File: src/rtl/uart_rx_pkg.sv
package uart_rx_pkg;
  typedef enum logic [1:0] {
    ST_IDLE = 2'd0,
    ST_RECV = 2'd1,
    ST_DONE = 2'd2
  } rx_state_e;
endpackage

File: src/rtl/uart_rx_subcnt.sv
module uart_rx_subcnt #(
  parameter int unsigned OVS = 16,
  localparam int unsigned W  = $clog2(OVS)
) (
  input  logic         clk_i,
  input  logic         rst_ni,
  input  logic         clr_i,
  input  logic         inc_i,
  output logic [W-1:0] cnt_o,
  output logic         at_zero_o,
  output logic         at_mid_o,
  output logic         at_last_o
);
  localparam logic [W-1:0] MID  = W'(OVS / 2 - 1);
  localparam logic [W-1:0] LAST = W'(OVS - 1);

  logic [W-1:0] cnt_q;

  always_ff @(posedge clk_i or negedge rst_ni) begin
    if (!rst_ni)    cnt_q <= '0;
    else if (clr_i) cnt_q <= '0;
    else if (inc_i) cnt_q <= (cnt_q == LAST) ? '0 : cnt_q + 1'b1;
  end

  assign cnt_o     = cnt_q;
  assign at_zero_o = (cnt_q == '0);
  assign at_mid_o  = (cnt_q == MID);
  assign at_last_o = (cnt_q == LAST);
endmodule

File: src/rtl/uart_rx_datapath.sv
module uart_rx_datapath #(
  parameter int unsigned NBITS = 9,
  localparam int unsigned BW   = $clog2(NBITS + 1)
) (
  input  logic             clk_i,
  input  logic             rst_ni,
  input  logic             rx_i,
  input  logic             bit_clr_i,
  input  logic             shift_i,
  input  logic             load_i,
  output logic             bit_last_o,
  output logic [NBITS-1:0] data_o
);
  localparam logic [BW-1:0] LAST = BW'(NBITS - 1);

  logic [NBITS-1:0] shreg_q;
  logic [NBITS-1:0] hold_q;
  logic [BW-1:0]    bit_cnt_q;
  logic [NBITS-1:0] shreg_nxt;

  // new sample enters at the top, older samples move toward bit 0
  assign shreg_nxt = {rx_i, shreg_q[NBITS-1:1]};

  always_ff @(posedge clk_i or negedge rst_ni) begin
    if (!rst_ni)      shreg_q <= '0;
    else if (shift_i) shreg_q <= shreg_nxt;
  end

  always_ff @(posedge clk_i or negedge rst_ni) begin
    if (!rst_ni)        bit_cnt_q <= '0;
    else if (bit_clr_i) bit_cnt_q <= '0;
    else if (shift_i)   bit_cnt_q <= bit_cnt_q + 1'b1;
  end

  always_ff @(posedge clk_i or negedge rst_ni) begin
    if (!rst_ni)     hold_q <= '0;
    else if (load_i) hold_q <= shreg_nxt;
  end

  assign bit_last_o = (bit_cnt_q == LAST);
  assign data_o     = hold_q;
endmodule

File: src/rtl/uart_rx_ctrl.sv
module uart_rx_ctrl
  import uart_rx_pkg::*;
(
  input  logic clk_i,
  input  logic rst_ni,
  input  logic tick_i,
  input  logic rx_i,
  input  logic sub_zero_i,
  input  logic sub_mid_i,
  input  logic sub_last_i,
  input  logic bit_last_i,
  output logic sub_clr_o,
  output logic sub_inc_o,
  output logic bit_clr_o,
  output logic shift_o,
  output logic load_o,
  output logic ready_o
);
  rx_state_e state_q, state_d;
  logic      ready_q;
  logic      finish;

  always_comb begin
    state_d   = state_q;
    sub_clr_o = 1'b0;
    sub_inc_o = 1'b0;
    bit_clr_o = 1'b0;
    shift_o   = 1'b0;
    finish    = 1'b0;
    if (tick_i) begin
      unique case (state_q)
        ST_IDLE: begin
          bit_clr_o = 1'b1;
          if (sub_zero_i && rx_i) begin
            sub_clr_o = 1'b1;
          end else if (sub_mid_i) begin
            sub_clr_o = 1'b1;
            if (!rx_i) state_d = ST_RECV;
          end else begin
            sub_inc_o = 1'b1;
          end
        end
        ST_RECV: begin
          sub_inc_o = 1'b1;
          if (sub_last_i) begin
            shift_o = 1'b1;
            if (bit_last_i) begin
              finish  = 1'b1;
              state_d = ST_DONE;
            end
          end
        end
        ST_DONE: begin
          sub_clr_o = 1'b1;
          bit_clr_o = 1'b1;
          state_d   = ST_IDLE;
        end
        default: state_d = ST_IDLE;
      endcase
    end
  end

  assign load_o = finish;

  always_ff @(posedge clk_i or negedge rst_ni) begin
    if (!rst_ni) begin
      state_q <= ST_IDLE;
      ready_q <= 1'b0;
    end else begin
      state_q <= state_d;
      ready_q <= finish;
    end
  end

  assign ready_o = ready_q;
endmodule

File: src/rtl/uart_rx.sv
module uart_rx #(
  parameter int unsigned OVS   = 16,
  parameter int unsigned NBITS = 9
) (
  input  logic             clk_i,
  input  logic             rst_ni,
  input  logic             tick_i,
  input  logic             rx_i,
  output logic [NBITS-1:0] data_o,
  output logic             ready_o
);
  localparam int unsigned SW = $clog2(OVS);

  logic          sub_clr, sub_inc, bit_clr, shift, load;
  logic          sub_zero, sub_mid, sub_last, bit_last;
  logic [SW-1:0] sub_cnt;
  logic          unused_cnt;

  uart_rx_subcnt #(.OVS(OVS)) u_subcnt (
    .clk_i     (clk_i),
    .rst_ni    (rst_ni),
    .clr_i     (sub_clr),
    .inc_i     (sub_inc),
    .cnt_o     (sub_cnt),
    .at_zero_o (sub_zero),
    .at_mid_o  (sub_mid),
    .at_last_o (sub_last)
  );

  assign unused_cnt = ^sub_cnt;

  uart_rx_datapath #(.NBITS(NBITS)) u_dp (
    .clk_i      (clk_i),
    .rst_ni     (rst_ni),
    .rx_i       (rx_i),
    .bit_clr_i  (bit_clr),
    .shift_i    (shift),
    .load_i     (load),
    .bit_last_o (bit_last),
    .data_o     (data_o)
  );

  uart_rx_ctrl u_ctrl (
    .clk_i      (clk_i),
    .rst_ni     (rst_ni),
    .tick_i     (tick_i),
    .rx_i       (rx_i),
    .sub_zero_i (sub_zero),
    .sub_mid_i  (sub_mid),
    .sub_last_i (sub_last),
    .bit_last_i (bit_last),
    .sub_clr_o  (sub_clr),
    .sub_inc_o  (sub_inc),
    .bit_clr_o  (bit_clr),
    .shift_o    (shift),
    .load_o     (load),
    .ready_o    (ready_o)
  );
endmodule

File: config.mk
export PLATFORM = sky130hd
export DESIGN_NAME = uart_rx
export DESIGN_NICKNAME = d
export VERILOG_FILES = /design/src/rtl/uart_rx_pkg.sv /design/src/rtl/uart_rx_subcnt.sv /design/src/rtl/uart_rx_datapath.sv /design/src/rtl/uart_rx_ctrl.sv /design/src/rtl/uart_rx.sv
export SDC_FILE = /design/constraint.sdc
export NUM_CORES = 1
export LEC_CHECK = 0
export CAP_MARGIN = 20
export CORE_MARGIN = 1.5
export CORE_UTILIZATION = 58
export CTS_CLUSTER_DIAMETER = 60
export DETAILED_ROUTE_END_ITERATION = 8
export PLACE_DENSITY = 0.86
export SLEW_MARGIN = 10
export SYNTH_ARGS = -nofsm -noshare
export SYNTH_HDL_FRONTEND = slang
export SYNTH_SLANG_ARGS = --single-unit
File: constraint.sdc
create_clock -name clk_i -period 4.04 [get_ports clk_i]
set_input_delay 0.404 -clock clk_i [delete_from_list [all_inputs] [get_ports clk_i]]
set_output_delay 0.404 -clock clk_i [all_outputs]
set_load 0.005 [all_outputs]
==> load_flow_metrics.sql, run 1 <==
INSERT INTO impl_metrics (metric_group, metric, value, unit) VALUES
('outcome', 'result_of_the_run', 'completed', ''),
('drt', 'antenna_left', '0', ''),
('synthesis', 'synth_enable_flop_cells', '0', ''),
('global_routing', 'global_route.overflow_total', '0', ''),
('synthesis', 'synth_area_leaders', 'sky130_fd_sc_hd__dfrtp_1, sky130_fd_sc_hd__mux2_2, sky130_fd_sc_hd__ha_1, sky130_fd_sc_hd__nand3_1, sky130_fd_sc_hd__a21oi_1', ''),
('placed_design', 'port-buffer-count', '13', ''),
('floorplanning', 'num_rows', '16', ''),
('sta', 'finalHoldViolCount', '0', ''),
('floorplanning', 'chipWidth', '50.25', 'um'),
('final_layout', 'layout.cells.most_common_list', 'sky130_fd_sc_hd__dfrtp_1, sky130_fd_sc_hd__mux2_2, sky130_fd_sc_hd__clkdlybuf4s50_1, sky130_fd_sc_hd__nand3_1, sky130_fd_sc_hd__a21oi_1', ''),
('drt', 'drt-vias-per-instance', '5.884', ''),
('synthesis', 'synthDistinctLibCells', '28', ''),
('drt', 'routed-wl-met3', '38', 'um'),
('drt', 'detail_route.wirelength', '2.294', 'mm'),
('worst_setup_path', 'critical_path_depth', '4', ''),
('synthesis', 'yosys.area.top_type_share', '0.5411', ''),
('drt', 'drtIter0Drc', '14', ''),
('placed_design', 'detailedPlacementHpwl', '1.634', 'mm'),
('sta', 'fin_hold_ws', '486.9', 'ps'),
('sta', 'setup_viol', '0', ''),
('sta', 'post-route-worst-setup-slack', '2129', 'ps'),
('worst_setup_path', 'setup_cp_type', 'flop to flop', ''),
('drt', 'routed.top_layer', 'met4', ''),
('synthesis', 'synth_largest_area_cell', 'sky130_fd_sc_hd__dfrtp_1', ''),
('synthesis', 'synthFlopType', 'sky130_fd_sc_hd__dfrtp_1', ''),
('placed_design', 'numPlacedInstances', '142', ''),
('floorplanning', 'start_util', '0.6405', ''),
('sta', 'slew-limit-headroom', '0.5253', ''),
('synthesis', 'postSynth.asyncResetShare', '1.000', ''),
('placed_design', 'post-place-ws', '1873', 'ps'),
('floorplanning', 'total_die_area', '0.002525', 'mm^2'),
('sta', 'timing.clock.skew', '2.303', 'ps'),
('clock_tree', 'cts_repair_resize_count', '0', ''),
('sta', 'max_slew.worst_pin.slew', '709.8', 'ps'),
('power', 'irDropWorstVdd', '0.0003597', 'V'),
('clock_tree', 'ctsLongestPathBuffers', '2', ''),
('worst_setup_path', 'endpoint_class_of_the_critical_path', 'flop', ''),
('global_routing', 'antenna_found_initial', '0', ''),
('synthesis', 'post_synth_instance_area', '0.001295', 'mm^2'),
('global_routing', 'grt_first_pass_wirelength', '3.939', 'mm'),
('floorplanning', 'io-pin-count', '14', ''),
('drt', 'routed_wire_length_per_instance', '15.71', 'um'),
('global_routing', 'pin_count_of_the_biggest_net_entering_global_routing', '17', ''),
('synthesis', 'synth.net_count', '109', ''),
('synthesis', 'synth_cells', '101', ''),
('final_layout', 'ratio_of_cells_with_drive_above_1_in_the_final_layout', '0.2437', ''),
('worst_setup_path', 'critical_path.cell_chain', 'ha_1 > nand3_4 > nor3_4 > mux2_2', ''),
('final_layout', 'antennaDiodeCount', '0', ''),
('sta', 'layout_worst_path_cycle_share', '0.4730', ''),
('global_routing', 'via_count_of_the_first_global_routing_pass', '859', ''),
('worst_setup_path', 'critPathArrivalTime', '2130', 'ps'),
('placed_design', 'gp_routability_congestion', '0.7459', ''),
('final_layout', 'most_frequent_standard_cell_in_the_layout_excluding_fill_and_tap_cells', 'sky130_fd_sc_hd__dfrtp_1', ''),
('worst_setup_path', 'max_stage_delay', '470', 'ps'),
('final_layout', 'layoutNonFillerInstCount', '146', ''),
('clock_tree', 'ctsHtreeMaxLevel', '1', ''),
('clock_tree', 'number_of_buffers_inserted_by_hold_repair_at_cts', '0', ''),
('worst_setup_path', 'reg2reg_depth', '4', ''),
('sta', 'fmax', '0.5233', 'GHz'),
('sta', 'final_max_slew_violation_count', '0', ''),
('min_path', 'timing.hold.worst.class', 'primary input to async pin', ''),
('power', 'cellLeakagePower', '0.6937', 'nW'),
('clock_tree', 'cts_inserted_buffers', '3', ''),
('clock_tree', 'cts_sinks', '28', ''),
('worst_setup_path', 'number_of_buffers_and_inverters_on_the_critical_path', '0', ''),
('clock_tree', 'clock_tree.root_cell', 'sky130_fd_sc_hd__clkbuf_4', ''),
('drt', 'met2_wire_length', '1.132', 'mm'),
('drt', 'route.layer.met1.wl', '1.110', 'mm'),
('clock_tree', 'clk_transition_reported_paths', '150', 'ps'),
('synthesis', 'synth-warning-count', '0', ''),
('drt', 'drt_pass1_iterations', '4', '');
layer usage:
layer / GRT usage / vias up
met2: 0.3399 / 13
met4: 0.06944 / 0
met1: 0.2889 / 432
li1: - / 412
met5: 0 / -
met3: 0.02976 / 2
registers in the layout, indices dropped and copies added (netlist names):
name	flops
u_ctrl.ready_o	1
u_subcnt.cnt_o	4
u_dp.shreg_q	8
u_dp.bit_cnt_q	4
u_ctrl.state_q	2
u_dp.data_o	9
report_power, final:
part,internal [mW],leakage [nW],switching [mW]
clock,0.100,0.0279,0.0810
combinational,0.0715,0.295,0.0749
sequential,0.324,0.371,0.0517
total,0.496,0.694,0.207
final timing paths:
kind | slack (ps) | endpoint | start
setup / recovery | 2130 | u_dp.data_o[2] | u_subcnt.cnt_o[0]
hold / removal | 490 | u_subcnt.cnt_o[3] | rst_ni
setup reg to reg | 2130 | u_dp.data_o[2] | u_subcnt.cnt_o[0]
hold reg to reg | 530 | u_dp.shreg_q[1] | u_dp.shreg_q[1]
max in group asynchronous | 2910 | u_dp.shreg_q[2] | rst_ni
min in group clk_i | 530 | u_dp.shreg_q[1] | u_dp.shreg_q[1]
metrics by stage:
step	power, mW	cell area [um^2]
floorplan	0.4813	1295
global placement	0.5136	1466
detailed placement	0.5269	1466
global route	0.7481	1519
CTS	0.7080	1519
finish	0.7031	1519
area by class of cell:
type                       count  area, um^2
clock buffer                   3       22.52
clock inverter                 1       30.03
sequential                    28       700.7
fill                         140       503.0
timing repair buffer          14       137.6
inverter                       6       22.52
tap                           27       33.78
multi-input combinational     67       571.8
cells in the mapped netlist, types with 2 or more instances:
library cell	number
sky130_fd_sc_hd__dfrtp_1	28
sky130_fd_sc_hd__mux2_2	17
sky130_fd_sc_hd__nand3_1	8
sky130_fd_sc_hd__a21oi_1	7
sky130_fd_sc_hd__inv_1	6
sky130_fd_sc_hd__ha_1	4
sky130_fd_sc_hd__nand2b_1	3
sky130_fd_sc_hd__o21ai_0	3
sky130_fd_sc_hd__mux2i_1	2
sky130_fd_sc_hd__nand2_1	2
sky130_fd_sc_hd__nand3b_1	2
sky130_fd_sc_hd__nor2b_1	2
sky130_fd_sc_hd__o22ai_1	2
logic make-up (layout without fill, tap and decap cells):
logic type,Yosys count,after routing,synth area share
AOI/OAI and AO/OA,18,18,0.08889
muxes,19,19,0.1633
DFF,28,28,0.5411
adders and majority gates,4,4,0.03865
and+or+nand+nor,26,26,0.1507
buffers and inverters,6,24,0.01739
(Power assumes the default switching activity.)
==> run 2: changes to the inputs <==
- CORE_UTILIZATION: 58 -> 49
- PLACE_DENSITY: 0.86 -> 0.77
- clock period: 4.04 -> 1.5 ns (I/O delays scaled with it)
==> run 2 against run 1 <==
Net effect:
- the flow now finishes with violations (negative setup slack)
- sequential power rose to 2.6 times the previous value
- core utilization down 2.2 points
- cell count up 19%
- wire length rose by 18%
- clock-buffer cell count unchanged
- total power increased to 3.2 times the previous value
- maximum frequency up 24%
- non-clock buffer count rose by 25
- die area up 17%
- first-iteration DRC count increased by 29%
- critical path type unchanged
- largest power group unchanged
- highest routed layer unchanged
==> load_flow_metrics.sql, run 2 (same netlist as run 1, synthesis figures left out) <==
INSERT INTO impl_metrics (metric_group, metric, value, unit) VALUES
('sta', 'max_slew.worst_pin.slew', '355.3', 'ps'),
('floorplanning', 'io-pin-count', '14', ''),
('floorplanning', 'start_util', '0.5180', ''),
('drt', 'antenna_left', '0', ''),
('power', 'fraction_of_power_spent_switching_nets', '0.3104', ''),
('drt', 'drt_pass1_iterations', '4', ''),
('final_layout', 'layout.cells.most_common_list', 'sky130_fd_sc_hd__dfrtp_1, sky130_fd_sc_hd__buf_4, sky130_fd_sc_hd__clkdlybuf4s50_1, sky130_fd_sc_hd__mux2_2, sky130_fd_sc_hd__nand3_1', ''),
('global_routing', 'grt_first_pass_wirelength', '4.091', 'mm'),
('sta', 'post-route-worst-setup-slack', '-46.68', 'ps'),
('floorplanning', 'chipWidth', '54.41', 'um'),
('final_layout', 'layoutNonFillerInstCount', '174', ''),
('global_routing', 'antenna_found_initial', '0', ''),
('floorplanning', 'design.core.area', '0.002500', 'mm^2'),
('worst_setup_path', 'critical_path.cell_chain', 'ha_4 > nand3_4 > nor3_4 > buf_6 > mux2_2', ''),
('clock_tree', 'number_of_buffers_inserted_by_hold_repair_at_cts', '0', ''),
('worst_setup_path', 'cp-start-kind', 'flop', ''),
('final_layout', 'most_frequent_standard_cell_in_the_layout_excluding_fill_and_tap_cells', 'sky130_fd_sc_hd__dfrtp_1', ''),
('placed_design', 'detailedPlacementHpwl', '1.807', 'mm'),
('clock_tree', 'ctsLongestPathBuffers', '2', ''),
('sta', 'final_max_slew_violation_count', '0', ''),
('sta', 'fmax', '0.6465', 'GHz'),
('placed_design', 'gp_routability_congestion', '0.7606', ''),
('sta', 'timing.clock.skew', '1.612', 'ps'),
('sta', 'setup_viol', '13', ''),
('clock_tree', 'cts_inserted_buffers', '3', ''),
('sta', 'layout_worst_path_cycle_share', '1.031', ''),
('worst_setup_path', 'cp_top_family', 'flip-flops', ''),
('worst_setup_path', 'number_of_buffers_and_inverters_on_the_critical_path', '1', ''),
('global_routing', 'grt_usage', '0.1969', ''),
('final_layout', 'ratio_of_cells_with_drive_above_1_in_the_final_layout', '0.4444', ''),
('min_path', 'timing.hold.worst.class', 'primary input to async pin', ''),
('power', 'cellLeakagePower', '0.8288', 'nW'),
('final_layout', 'finalCoreUtilization', '0.7297', ''),
('worst_setup_path', 'critPathArrivalTime', '1800', 'ps'),
('power', 'cellPowerDensity', '1238', 'mW/mm^2'),
('power', 'cellInternalPower', '1.557', 'mW'),
('power', 'power.combinational.fraction', '0.333', ''),
('final_layout', 'layout.nets', '153', ''),
('drt', 'routed_wire_length_per_instance', '15.59', 'um'),
('clock_tree', 'ctsHtreeMaxLevel', '1', ''),
('final_layout', 'antennaDiodeCount', '0', ''),
('drt', 'drc_errors', '0', ''),
('outcome', 'violations', 'negative setup slack', ''),
('flow_run', 'max_cap_violations', '0', ''),
('worst_setup_path', 'max_stage_delay', '440', 'ps'),
('sta', 'finalHoldViolCount', '0', ''),
('drt', 'dr_total_vias', '972', ''),
('floorplanning', 'height_of_the_die', '54.41', 'um'),
('global_routing', 'via_count_of_the_first_global_routing_pass', '884', ''),
('worst_setup_path', 'setup_cp_type', 'flop to flop', ''),
('drt', 'drtIter0Drc', '18', ''),
('sta', 'unrepaired_setup_endpoints_after_global_routing', 'true', ''),
('final_layout', 'largest_reg_flops', '9', ''),
('drt', 'detail_route.wirelength', '2.713', 'mm'),
('sta', 'layout_min_cycle_time', '1547', 'ps'),
('placed_design', 'port-buffer-count', '13', ''),
('power', 'pwr-share-seq', '0.440', ''),
('power', 'share_clk_of_total_power', '0.226', ''),
('placed_design', 'numPlacedInstances', '163', ''),
('global_routing', 'global_route.overflow_total', '0', ''),
('clock_tree', 'cts_sinks', '28', ''),
('clock_tree', 'clk_transition_reported_paths', '160', 'ps'),
('clock_tree', 'clock_tree_from_tritoncts', 'built', ''),
('sta', 'slew-limit-headroom', '0.7631', ''),
('global_routing', 'pin_count_of_the_biggest_net_entering_global_routing', '29', ''),
('power', 'p_sw', '0.7008', 'mW'),
('worst_setup_path', 'cp_slowest_cell', 'sky130_fd_sc_hd__dfrtp_1', ''),
('final_layout', 'signed_area_change_from_the_synthesized_netlist_to_the_final_layout', '40.87', '%'),
('worst_setup_path', 'crit_fanout', '6', ''),
('floorplanning', 'num_rows', '18', ''),
('power', 'irDropWorstVdd', '0.0008971', 'V'),
('drt', 'drt-vias-per-instance', '5.586', ''),
('clock_tree', 'clock_latency', '340', 'ps'),
('worst_setup_path', 'critical_path_required', '1750', 'ps'),
('outcome', 'result_of_the_run', 'finished, violations left', ''),
('worst_setup_path', 'endpoint_class_of_the_critical_path', 'flop', ''),
('clock_tree', 'clock_tree.root_cell', 'sky130_fd_sc_hd__clkbuf_4', ''),
('floorplanning', 'total_die_area', '0.002960', 'mm^2'),
('power', 'power', '2.258', 'mW');
[run 2: power by group through the flow]
stage,combinational [mW],clock [mW],sequential [mW]
3_3_place_gp,0.522,0,0.993
2_1_floorplan,0.321,0,0.996
4_1_cts,0.627,0.520,0.988
6_report,0.752,0.511,0.994
3_5_place_dp,0.558,0,1.00
5_1_grt,0.819,0.539,1.01
[run 2: what timing repair did]
item                                    in CTS  in global routing
pin swaps                                    0                  5
resized for setup                           11                 13
buffers inserted                             3                  4
cloned                                       0                  0
endpoints found under the setup margin      18                 24
[run 2: final timing paths]
| kind | startpoint | endpoint | slack (ps) | cells after the start |
|---|---|---|---|---|
| max | u_subcnt.cnt_o[0] | u_dp.data_o[3] | -50 | 5 |
| max reg2reg | u_subcnt.cnt_o[0] | u_dp.data_o[3] | -50 | 5 |
| min reg2reg | u_dp.data_o[0] | u_dp.data_o[0] | 530 | 1 |
| max in group asynchronous | rst_ni | u_dp.shreg_q[8] | 1090 | 2 |
| min in group clk_i | u_dp.data_o[0] | u_dp.data_o[0] | 530 | 1 |
| min | rst_ni | u_subcnt.cnt_o[3] | 150 | 2 |
[run 2: stage by stage]
step | instance area [um^2] | worst slack [ps] | hold slack [ps] | setup TNS, ps
after global routing | 1824 | -127.5 | 201.5 | -1335
after global placement | 1630 | -122.9 | 485.6 | -1375
after detailed placement | 1630 | -186.0 | 495.5 | -2086
after floorplan | 1308 | -60.95 | -145.6 | -547.5
final | 1824 | -46.68 | 152.1 | -325.7
after CTS | 1750 | -29.26 | 162.6 | -141.8
[run 2: worst reg2reg max path, delay by kind of cell (launching register included)]
| kind | cells | cell delay (ps) |
|---|---|---|
| adder cells (fa/ha/maj) | 1 | 160 |
| buffers and inverters | 1 | 160 |
| flip-flops | 1 | 440 |
| multiplexers | 1 | 330 |
| AND/OR/NAND/NOR | 2 | 370 |
[run 2: metal layers]
| metal | global-route usage | part of all wire | wire (um) |
|---|---|---|---|
| met1 | 0.2673 | 0.46 | 1247 |
| met2 | 0.3153 | 0.49 | 1342 |
| met3 | 0.03279 | 0.026 | 71 |
| met4 | 0.07500 | 0.019 | 51 |
| met5 | 0 | 0 | 0 |
[run 2: layout make-up]
class	count	area, um^2
Timing Repair Buffer	39	356.6
Tap cell	30	37.54
Inverter	6	27.53
Clock inverter	1	30.03
Multi-Input combinational cell	67	649.4
Clock buffer	3	22.52
Sequential cell	28	700.7
Fill cell	177	675.6
==> run 3: changes to the inputs <==
- SLEW_MARGIN: 10 -> default
==> results of run 3 <==
No change in the layout: final DEF, timing and power equal those of run 2.
